<file path="src/rtl/pcu_pkg.sv">
package pcu_pkg;
  typedef enum logic [2:0] {
    PC_HOLD,
    PC_STEP,
    PC_VEC,
    PC_BRANCH,
    PC_POP,
    PC_LOW
  } pc_sel_e;
endpackage

</file>
<file path="src/rtl/pcu_op_arbiter.sv">
module pcu_op_arbiter
  import pcu_pkg::*;
(
  input  logic    step_i,
  input  logic    irq_ack_i,
  input  logic    call_i,
  input  logic    goto_i,
  input  logic    ret_any_i,
  input  logic    pcl_wr_i,
  output pc_sel_e sel_o,
  output logic    push_o,
  output logic    pop_o,
  output logic    flush_req_o
);
  always_comb begin
    sel_o  = PC_HOLD;
    push_o = 1'b0;
    pop_o  = 1'b0;
    if (irq_ack_i) begin
      sel_o  = PC_VEC;
      push_o = 1'b1;
    end else if (call_i) begin
      sel_o  = PC_BRANCH;
      push_o = 1'b1;
    end else if (goto_i) begin
      sel_o = PC_BRANCH;
    end else if (ret_any_i) begin
      sel_o = PC_POP;
      pop_o = 1'b1;
    end else if (pcl_wr_i) begin
      sel_o = PC_LOW;
    end else if (step_i) begin
      sel_o = PC_STEP;
    end
  end

  assign flush_req_o = (sel_o != PC_HOLD) && (sel_o != PC_STEP);
endmodule

</file>
<file path="src/rtl/pcu_return_stack.sv">
module pcu_return_stack #(
  parameter int W     = 13,
  parameter int DEPTH = 8
) (
  input  logic         clk_i,
  input  logic         rst_ni,
  input  logic         push_i,
  input  logic         pop_i,
  input  logic [W-1:0] push_data_i,
  output logic [W-1:0] top_o
);
  localparam int PTR_W = (DEPTH > 1) ? $clog2(DEPTH) : 1;
  localparam logic [PTR_W-1:0] LAST = PTR_W'(DEPTH - 1);

  logic [W-1:0]     mem_q [DEPTH];
  logic [PTR_W-1:0] ptr_q;
  logic [PTR_W-1:0] ptr_inc, ptr_dec;

  // pointer wraps both ways; no status kept
  assign ptr_inc = (ptr_q == LAST) ? '0 : ptr_q + PTR_W'(1);
  assign ptr_dec = (ptr_q == '0) ? LAST : ptr_q - PTR_W'(1);
  assign top_o   = mem_q[ptr_dec];

  always_ff @(posedge clk_i or negedge rst_ni) begin
    if (!rst_ni) begin
      ptr_q <= '0;
    end else if (push_i) begin
      ptr_q <= ptr_inc;
    end else if (pop_i) begin
      ptr_q <= ptr_dec;
    end
  end

  for (genvar g = 0; g < DEPTH; g++) begin : g_slot
    always_ff @(posedge clk_i or negedge rst_ni) begin
      if (!rst_ni) begin
        mem_q[g] <= '0;
      end else if (push_i && (ptr_q == PTR_W'(g))) begin
        mem_q[g] <= push_data_i;
      end
    end
  end

  p_push_top_r6: assert property (@(posedge clk_i) disable iff (!rst_ni)
    push_i |=> (top_o == $past(push_data_i)));

  p_no_dual_r10: assert property (@(posedge clk_i) disable iff (!rst_ni)
    !(push_i && pop_i));
endmodule

</file>
<file path="src/rtl/pcu_page_latch.sv">
module pcu_page_latch #(
  parameter int W = 5
) (
  input  logic         clk_i,
  input  logic         rst_ni,
  input  logic         wr_i,
  input  logic [W-1:0] data_i,
  output logic [W-1:0] latch_o
);
  always_ff @(posedge clk_i or negedge rst_ni) begin
    if (!rst_ni) latch_o <= '0;
    else if (wr_i) latch_o <= data_i;
  end

  p_latch_hold_r11: assert property (@(posedge clk_i) disable iff (!rst_ni)
    !wr_i |=> $stable(latch_o));
endmodule

</file>
<file path="src/rtl/pc_stack_unit.sv">
module pc_stack_unit
  import pcu_pkg::*;
#(
  parameter int PC_W      = 13,
  parameter int IMM_W     = 11,
  parameter int DATA_W    = 8,
  parameter int DEPTH     = 8,
  parameter int RESET_VEC = 0,
  parameter int IRQ_VEC   = 4
) (
  input  logic                     clk_i,
  input  logic                     rst_ni,
  input  logic                     step_i,
  input  logic                     irq_ack_i,
  input  logic                     call_i,
  input  logic                     goto_i,
  input  logic                     ret_i,
  input  logic                     retlw_i,
  input  logic                     retfie_i,
  input  logic                     pcl_wr_i,
  input  logic [DATA_W-1:0]        pcl_data_i,
  input  logic [IMM_W-1:0]         imm_i,
  input  logic                     latch_wr_i,
  input  logic [PC_W-DATA_W-1:0]   latch_data_i,
  output logic [PC_W-1:0]          pc_o,
  output logic [PC_W-DATA_W-1:0]   latch_o,
  output logic                     flush_o
);
  localparam int HI_W     = PC_W - DATA_W;
  localparam int PAGE_W   = PC_W - IMM_W;
  localparam int PAGE_LSB = IMM_W - DATA_W;

  pc_sel_e          sel;
  logic             push, pop, flush_req, ret_any;
  logic [PC_W-1:0]  pc_q, pc_d, stack_top;
  logic [HI_W-1:0]  latch_q;

  assign ret_any = ret_i | retlw_i | retfie_i;

  pcu_op_arbiter u_arb (
    .step_i      (step_i),
    .irq_ack_i   (irq_ack_i),
    .call_i      (call_i),
    .goto_i      (goto_i),
    .ret_any_i   (ret_any),
    .pcl_wr_i    (pcl_wr_i),
    .sel_o       (sel),
    .push_o      (push),
    .pop_o       (pop),
    .flush_req_o (flush_req)
  );

  pcu_return_stack #(.W(PC_W), .DEPTH(DEPTH)) u_stack (
    .clk_i       (clk_i),
    .rst_ni      (rst_ni),
    .push_i      (push),
    .pop_i       (pop),
    .push_data_i (pc_q),
    .top_o       (stack_top)
  );

  pcu_page_latch #(.W(HI_W)) u_latch (
    .clk_i   (clk_i),
    .rst_ni  (rst_ni),
    .wr_i    (latch_wr_i),
    .data_i  (latch_data_i),
    .latch_o (latch_q)
  );

  always_comb begin
    unique case (sel)
      PC_STEP:   pc_d = pc_q + PC_W'(1);
      PC_VEC:    pc_d = PC_W'(IRQ_VEC);
      PC_BRANCH: pc_d = {latch_q[PAGE_LSB +: PAGE_W], imm_i};
      PC_POP:    pc_d = stack_top;
      PC_LOW:    pc_d = {latch_q, pcl_data_i};
      default:   pc_d = pc_q;
    endcase
  end

  always_ff @(posedge clk_i or negedge rst_ni) begin
    if (!rst_ni) begin
      pc_q    <= PC_W'(RESET_VEC);
      flush_o <= 1'b0;
    end else begin
      pc_q    <= pc_d;
      flush_o <= flush_req;
    end
  end

  assign pc_o    = pc_q;
  assign latch_o = latch_q;

  logic any_flow;
  assign any_flow = irq_ack_i | call_i | goto_i | ret_any | pcl_wr_i;

  p_step_r1: assert property (@(posedge clk_i) disable iff (!rst_ni)
    (step_i && !any_flow) |=> (pc_o == $past(pc_o) + PC_W'(1)));

  p_irq_vec_r3: assert property (@(posedge clk_i) disable iff (!rst_ni)
    irq_ack_i |=> (pc_o == PC_W'(IRQ_VEC)));

  p_jump_r5: assert property (@(posedge clk_i) disable iff (!rst_ni)
    (goto_i && !irq_ack_i && !call_i) |=>
      (pc_o == {$past(latch_o[PAGE_LSB +: PAGE_W]), $past(imm_i)}));

  p_low_wr_r8: assert property (@(posedge clk_i) disable iff (!rst_ni)
    (pcl_wr_i && !irq_ack_i && !call_i && !goto_i && !ret_any) |=>
      (pc_o == {$past(latch_o), $past(pcl_data_i)}));

  p_flush_set_r9: assert property (@(posedge clk_i) disable iff (!rst_ni)
    any_flow |=> flush_o);

  p_flush_clr_r9: assert property (@(posedge clk_i) disable iff (!rst_ni)
    !any_flow |=> !flush_o);
endmodule

</file>
<file path="config.mk">
export PLATFORM = sky130hd
export DESIGN_NAME = pc_stack_unit
export DESIGN_NICKNAME = d
export VERILOG_FILES = /design/src/rtl/pcu_pkg.sv /design/src/rtl/pcu_op_arbiter.sv /design/src/rtl/pcu_return_stack.sv /design/src/rtl/pcu_page_latch.sv /design/src/rtl/pc_stack_unit.sv
export SDC_FILE = /design/constraint.sdc
export NUM_CORES = 1
export LEC_CHECK = 0
export CAP_MARGIN = 20
export CORE_MARGIN = 10
export CORE_UTILIZATION = 53
export CTS_CLUSTER_DIAMETER = 120
export DETAILED_ROUTE_END_ITERATION = 10
export PLACE_DENSITY_LB_ADDON = 0.3
export SYNTH_ARGS = -nofsm -noshare
export SYNTH_HDL_FRONTEND = slang
export SYNTH_HIERARCHICAL = 1
export SYNTH_SLANG_ARGS = --single-unit
</file>
<file path="constraint.sdc">
create_clock -name clk_i -period 2.93 [get_ports clk_i]
set_clock_uncertainty 0.2 [all_clocks]
set_input_delay 0.293 -clock clk_i [delete_from_list [all_inputs] [get_ports clk_i]]
set_output_delay 0.293 -clock clk_i [all_outputs]
set_load 0.02 [all_outputs]
</file>
; Yosys cells after proc, flatten, opt, wreduce, memory -nomap -nowiden
; Cells that the tools add are included.
; W data, S select, Z words.
[totals]
out_inout_bits = 19
input_bits = 35
word_cells = 65
reg_bits = 126
[op_classes]
n_reduce_logical = 13
eq_ne = 13
bitwise = 3
n_lt_le_gt_ge = 1
addsub = 3
mux = 20
[ops]
columns = cell, count
row1 = $pmux W13 S5, 1
row2 = $bmux W13 S3, 1
row3 = $mux W3, 9
row4 = $mux W13, 2
row5 = $eq A3 B3 Y1 const B, 6
row6 = $add A13 B1 Y13 const B, 1
row7 = $eq A3 B2 Y1 const B, 4
row8 = $logic_and A1 B1 Y1, 9
row9 = $mux W1, 7
row10 = $eq A3 B1 Y1 const B, 2
row11 = $reduce_bool A5 Y1, 1
row12 = $ge A4 B4 Y1 const B, 1
row13 = $not A3 Y4, 1
row14 = $add A3 B1 Y3 const B, 1
row15 = $logic_not A3 Y1, 1
row16 = $ne A3 B1 Y1 const B, 1
row17 = $reduce_bool A3 Y1, 1
row18 = $sub A3 B1 Y3 const B, 1
row19 = $or A1 B1 Y1, 2
row20 = $reduce_bool A2 Y1, 1

; Logic depth before layout (Yosys ltp)
[logic_depth]
ltp_word = 8
mapped_depth = 14
ltp_nobuf = 10

; Cells and area by module
; Netlist, hierarchy kept.
[by_module_without_submodules]
columns = module, instances, seq_area_each_um2, cells_each, area_per_inst_um2
row1 = pcu_return_stack, 1, 2677.6, 399, 5323.9
row2 = pc_stack_unit, 1, 350.3, 136, 1253.7
row3 = pcu_page_latch, 1, 125.1, 10, 181.4
row4 = pcu_op_arbiter, 1, 0.0, 10, 57.6

; Worst setup path before layout
; OpenSTA, ideal clock, no wires.
[synth_path]
kind = register to register
from = register u_stack.ptr_q[0]
to = register pc_q[6], in the netlist pc_o[6]
stages_incl_launch_ff = 15
setup_ns = 0.119
synth_period_minus_slack_ns = 3.066
setup_slack_ns = -0.136
required_time_ns = 2.611
path_buffers = 5
arrival_ns = 2.747
cell_sequence = dfrtp_1 -> buf_2 -> inv_2 -> buf_2 -> ha_1 -> clkbuf_1 -> and2_4 -> buf_6 -> buf_6 -> a221oi_1 -> o32ai_1 -> mux2_2 -> a221oi_1 -> o31ai_1 -> o21a_1
[synth_via]
elab_chain_cells = 7
word_cells_on_any_way = 8
cone_classes = add/sub (1) / mux (5) / bitwise (1) / reduce/logical (1)
[synth_rtl]
columns = element, line
row1 = from (decl), pcu_return_stack.sv:16  ; logic [PTR_W-1:0] ptr_q;
row2 = from (signal assigned), pcu_return_stack.sv:28  ; ptr_q <= ptr_inc;
row3 = from (signal assigned), pcu_return_stack.sv:30  ; ptr_q <= ptr_dec;
row4 = $sub A3 B1 Y3 or $logic_not A3 Y1 (tied branches), pcu_return_stack.sv:21  ; assign ptr_dec = (ptr_q == '0) ? LAST : ptr_q - PTR_W'(1);
row5 = $mux W3 (*), pcu_return_stack.sv:21
row6 = $not A3 Y4 (implied by the code) (*), pcu_return_stack.sv:22  ; assign top_o = mem_q[ptr_dec];
row7 = $bmux W13 S3 (*), pcu_return_stack.sv:22
row8 = $mux W13 (implied by the code) (*) (2 in a row), pcu_return_stack.sv:22
row9 = named net stack_top[6], pc_stack_unit.sv:35  ; logic [PC_W-1:0] pc_q, pc_d, stack_top;
row10 = $pmux W13 S5 (*), pc_stack_unit.sv:71  ; unique case (sel)
row11 = to (signal assigned), pc_stack_unit.sv:83  ; pc_q <= PC_W'(RESET_VEC);
row12 = to (signal assigned), pc_stack_unit.sv:86  ; pc_q <= pc_d;
row13 = to (decl), pc_stack_unit.sv:35
; Mark *: on every way through the listed nets, which the timed path passes. The rest lies on a longest branch. The select of a mux whose other input is x is not followed.
; A chain may end at the register's enable or synchronous reset.

; Worst setup path in the final report
[layout_path]
from = register u_stack.ptr_q[1]
to = register pc_q[4], in the netlist pc_o[4]
; The elaborated chain is that of the path after synthesis.

==> flow_metrics.py <==
metrics = {
    "outcome": {
        "run_status": "finished, final reports clean",
    },
    "place": {
        "routabilityCongestion": 0.8742,
        "dp_hpwl_um": 12200,
        "placement.setup.worst_slack_ps": -93.93,
        "numPortBuffers": 53,
        "dp_cells": 776,
    },
    "hold_path": {
        "worst_hold_path.num_cells": 2,
        "hold_path_startpoint": "latch_data_i[4]",
        "worstHoldEndpoint": "u_latch/latch_o[4]$_DFFE_PN0P_",
        "min_path_type": "in2reg",
    },
    "clocking": {
        "htree_levels": 4,
        "clock_tree_from_tritoncts": "built",
        "insertion_delay_ps": 420,
        "numCtsBuffers": 17,
        "cts_root_buf": "sky130_fd_sc_hd__clkbuf_16",
        "clkTransAtPathRegs_ps": 50,
        "clock_path_buffers": 2,
        "tritoncts_num_sinks": 126,
    },
    "sta": {
        "hold_violations": 0,
        "post-route-min-period_ps": 2815,
        "rsz0062_at_grt": "false",
        "final-setup-viol-count": 0,
        "worst-slew-pin-transition_ps": 1038,
        "worst_slew_margin_rel_pct": 30.73,
        "slew_violations": 0,
        "max_freq_mhz": 355.3,
        "layout_worst_path_cycle_share_pct": 96.06,
        "fin_ws_ps": 115.4,
    },
    "final_layout": {
        "final_util_pct": 66.18,
        "layout_commonest_cell": "sky130_fd_sc_hd__mux2_2",
        "fin_nets": 671,
        "layout.cells.non_filler": 811,
        "final-seq-area_mm2": 0.003156,
        "most-common-layout-cells": "137 x sky130_fd_sc_hd__mux2_2, 124 x sky130_fd_sc_hd__dfrtp_1, 52 x sky130_fd_sc_hd__clkdlybuf4s50_1",
        "final_layout_size_suffix_gt1_share_pct": 38.97,
        "multi_input_comb_area_mm2": 0.003437,
        "diodes": 0,
        "total_of_fill_cells_in_the_finished_design": 956,
        "area_grow_syn2layout_pct": 22.52,
    },
    "power_and_ir_drop": {
        "vdd_ir_drop_max_v": 0.0007638,
        "static_leak_nw": 3.691,
        "power.density_mw_per_mm2": 1154,
        "total_power_mw": 9.637,
    },
    "routing": {
        "met3_length_um": 933,
        "dr_total_vias": 5166,
        "met2_wirelength_um": 9220,
        "wl_met1_um": 7547,
        "routed_wire_length_per_instance_um": 22.51,
        "number_of_iterations_in_the_first_detailed_routing_pass": 5,
        "avgViaCountPerCell": 6.370,
        "route.top_layer_used": "met4",
        "initialDrtViolationCount": 526,
        "routed_wl_um": 18250,
        "postRouteAntennaNets": 0,
        "detail_route.drc_violations": 0,
    },
    "worst_setup_path": {
        "startpoint_type": "register",
        "cp_max_fo": 7,
        "crit_path_cell_trace": "inv_2 > ha_4 > nor3_4 > a21oi_4 > buf_4 > buf_4 > a221oi_1 > o32ai_1 > mux2_4 > a221oi_1 > o21ai_0",
        "rr_startpoint": "u_stack/ptr_q[1]$_DFFE_PN0P_",
        "cp_slowest_cell": "sky130_fd_sc_hd__dfrtp_1",
        "path_class": "reg2reg",
        "timing.critical_path.slowest_cell_delay_ps": 420,
        "regToRegEndpoint": "pc_o[4]$_DFFE_PN0P_",
        "reg2reg_setup_slack_ps": 120,
        "critical_path_required_ps": 3020,
        "end_kind": "register",
        "critPathArrivalTime_ps": 2900,
        "r2r_cells": 11,
    },
    "flow_run": {
        "maxCapViolCount": 0,
    },
    "grt": {
        "grt_pass1_vias": 5341,
        "grt_antenna_before_repair": 0,
        "overflow": 0,
        "total_track_usage_pct": 20.89,
        "grt_pass1_wl_um": 29550,
        "largest_net_degree_at_the_start_of_global_routing": 74,
    },
    "yosys": {
        "syn_inst": 555,
        "synth_enable_flop_cells": 0,
        "syn_nets": 598,
        "synth_sequential_area_ratio_pct": 46.26,
        "post_synth.cell_area_avg_um2": 12.28,
        "mappedNetlistArea_mm2": 0.006817,
        "synth_cell_types": 62,
        "yosys_warnings": 6,
        "postSynthRegisterBits": 126,
        "yosys_most_used_dff": "sky130_fd_sc_hd__dfrtp_1",
        "asyncSetResetFlopFracSynth_pct": 100.0,
    },
    "die": {
        "row_count": 41,
        "floorplan.die.height_um": 133.4,
        "ios": 54,
        "floorplan.core_area_mm2": 0.01262,
        "floorplan.die_area_mm2": 0.01780,
        "floorplan.initialDensity_pct": 54.02,
        "die_w_um": 133.4,
    },
}
-- cells in the mapped netlist (6+ instances only) --
cell type / number / area share, %
sky130_fd_sc_hd__mux2_2: 137 / 23
sky130_fd_sc_hd__buf_6: 10 / 1.7
sky130_fd_sc_hd__clkbuf_1: 7 / 0.39
sky130_fd_sc_hd__a221oi_1: 27 / 3.5
sky130_fd_sc_hd__ha_1: 8 / 1.5
sky130_fd_sc_hd__o32ai_1: 13 / 1.7
sky130_fd_sc_hd__nand2_1: 11 / 0.61
sky130_fd_sc_hd__nand3_1: 9 / 0.66
sky130_fd_sc_hd__a211oi_1: 25 / 2.8
sky130_fd_sc_hd__mux2i_1: 8 / 1.2
sky130_fd_sc_hd__a21oi_1: 13 / 0.95
sky130_fd_sc_hd__o21ai_0: 14 / 1.0
sky130_fd_sc_hd__buf_2: 20 / 1.5
sky130_fd_sc_hd__nor2_1: 14 / 0.77
sky130_fd_sc_hd__a221oi_2: 6 / 1.3
sky130_fd_sc_hd__dfrtp_1: 126 / 46
sky130_fd_sc_hd__and3_1: 27 / 2.5
sky130_fd_sc_hd__inv_1: 7 / 0.39
-- final cells by class --
type                    instances  area share, %
multi-input cells             378          41.15
flip-flops and latches        126          37.78
repair buffers                 96          10.52
clock buffers                  24          6.007
well taps                     172          2.577
clock inverters                 6          1.558
inverters                       9         0.4045
-- flip-flops by register name (all words and copies together), names as in the netlist --
name,count
flush_o,1
pc_o,13
u_latch/latch_o,5
u_stack/mem_q,104
u_stack/ptr_q,3
-- logic make-up (layout without fill, tap and decap cells) --
kind of cell	Yosys count	count (layout)	share of synthesized area (%)
and+or+nand+nor	88	88	7.545
muxes	149	149	24.52
adders and majority gates	8	8	1.468
buffers and inverters	51	135	4.589
AOI/OAI and AO/OA	131	131	15.09
DFF	126	126	46.26
xor gates and xnor gates	2	2	0.5324
-- routing by layer --
metal / track usage, % / up-vias
met5: 0 / -
met4: 8.404 / 0
met3: 4.586 / 41
met2: 34.61 / 186
met1: 25.89 / 2643
li1: - / 2296
-- critical path, delay by kind of cell, from the launching register on --
| family | cells | cell delay [ps] |
|---|---|---|
| AO/OA/AOI/OAI | 5 | 890 |
| adder cells (fa/ha/maj) | 1 | 200 |
| buffers and inverters | 3 | 440 |
| flip-flops | 1 | 420 |
| multiplexers | 1 | 290 |
| AND/OR/NAND/NOR | 1 | 230 |
-- report_power, final --
part	internal [mW]	total [mW]	switching, mW
logic	2.18	4.45	2.27
registers	2.44	2.94	0.506
clock network	1.52	2.25	0.724
total	6.14	9.64	3.50
-- how the worst max path moves through the flow --
stage	startpoint	end	slack, ps	cells past startpoint
after floorplan	u_stack/ptr_q[0]$_DFFE_PN0P_	pc_o[6]$_DFFE_PN0P_	30	14
after global placement	u_stack/ptr_q[1]$_DFFE_PN0P_	pc_o[2]$_DFFE_PN0P_	-80	11
after detailed placement	u_stack/ptr_q[1]$_DFFE_PN0P_	pc_o[2]$_DFFE_PN0P_	-90	11
after CTS	u_stack/ptr_q[1]$_DFFE_PN0P_	pc_o[8]$_DFFE_PN0P_	40	12
after global routing	u_stack/ptr_q[1]$_DFFE_PN0P_	pc_o[2]$_DFFE_PN0P_	10	11
final	u_stack/ptr_q[1]$_DFFE_PN0P_	pc_o[4]$_DFFE_PN0P_	120	11
-- timing repair --
action	CTS	global route
endpoints found under the hold margin	126	0
hold buffers	1	0
pin swaps	0	1
resized for setup	3	12
setup buffers	4	0
setup endpoints to repair	4	8
gates cloned	0	0
-- per-stage QoR --
step	hold slack (ps)	TNS (ps)	instance area, um2
floorplan	-202.6	0	6839
global placement	273.2	-80.28	7599
detailed placement	270.0	-124.2	7599
CTS	274.3	0	8285
global route	284.6	0	8352
finish	283.1	0	8352
No activity file was read; power rests on OpenSTA's default activity.
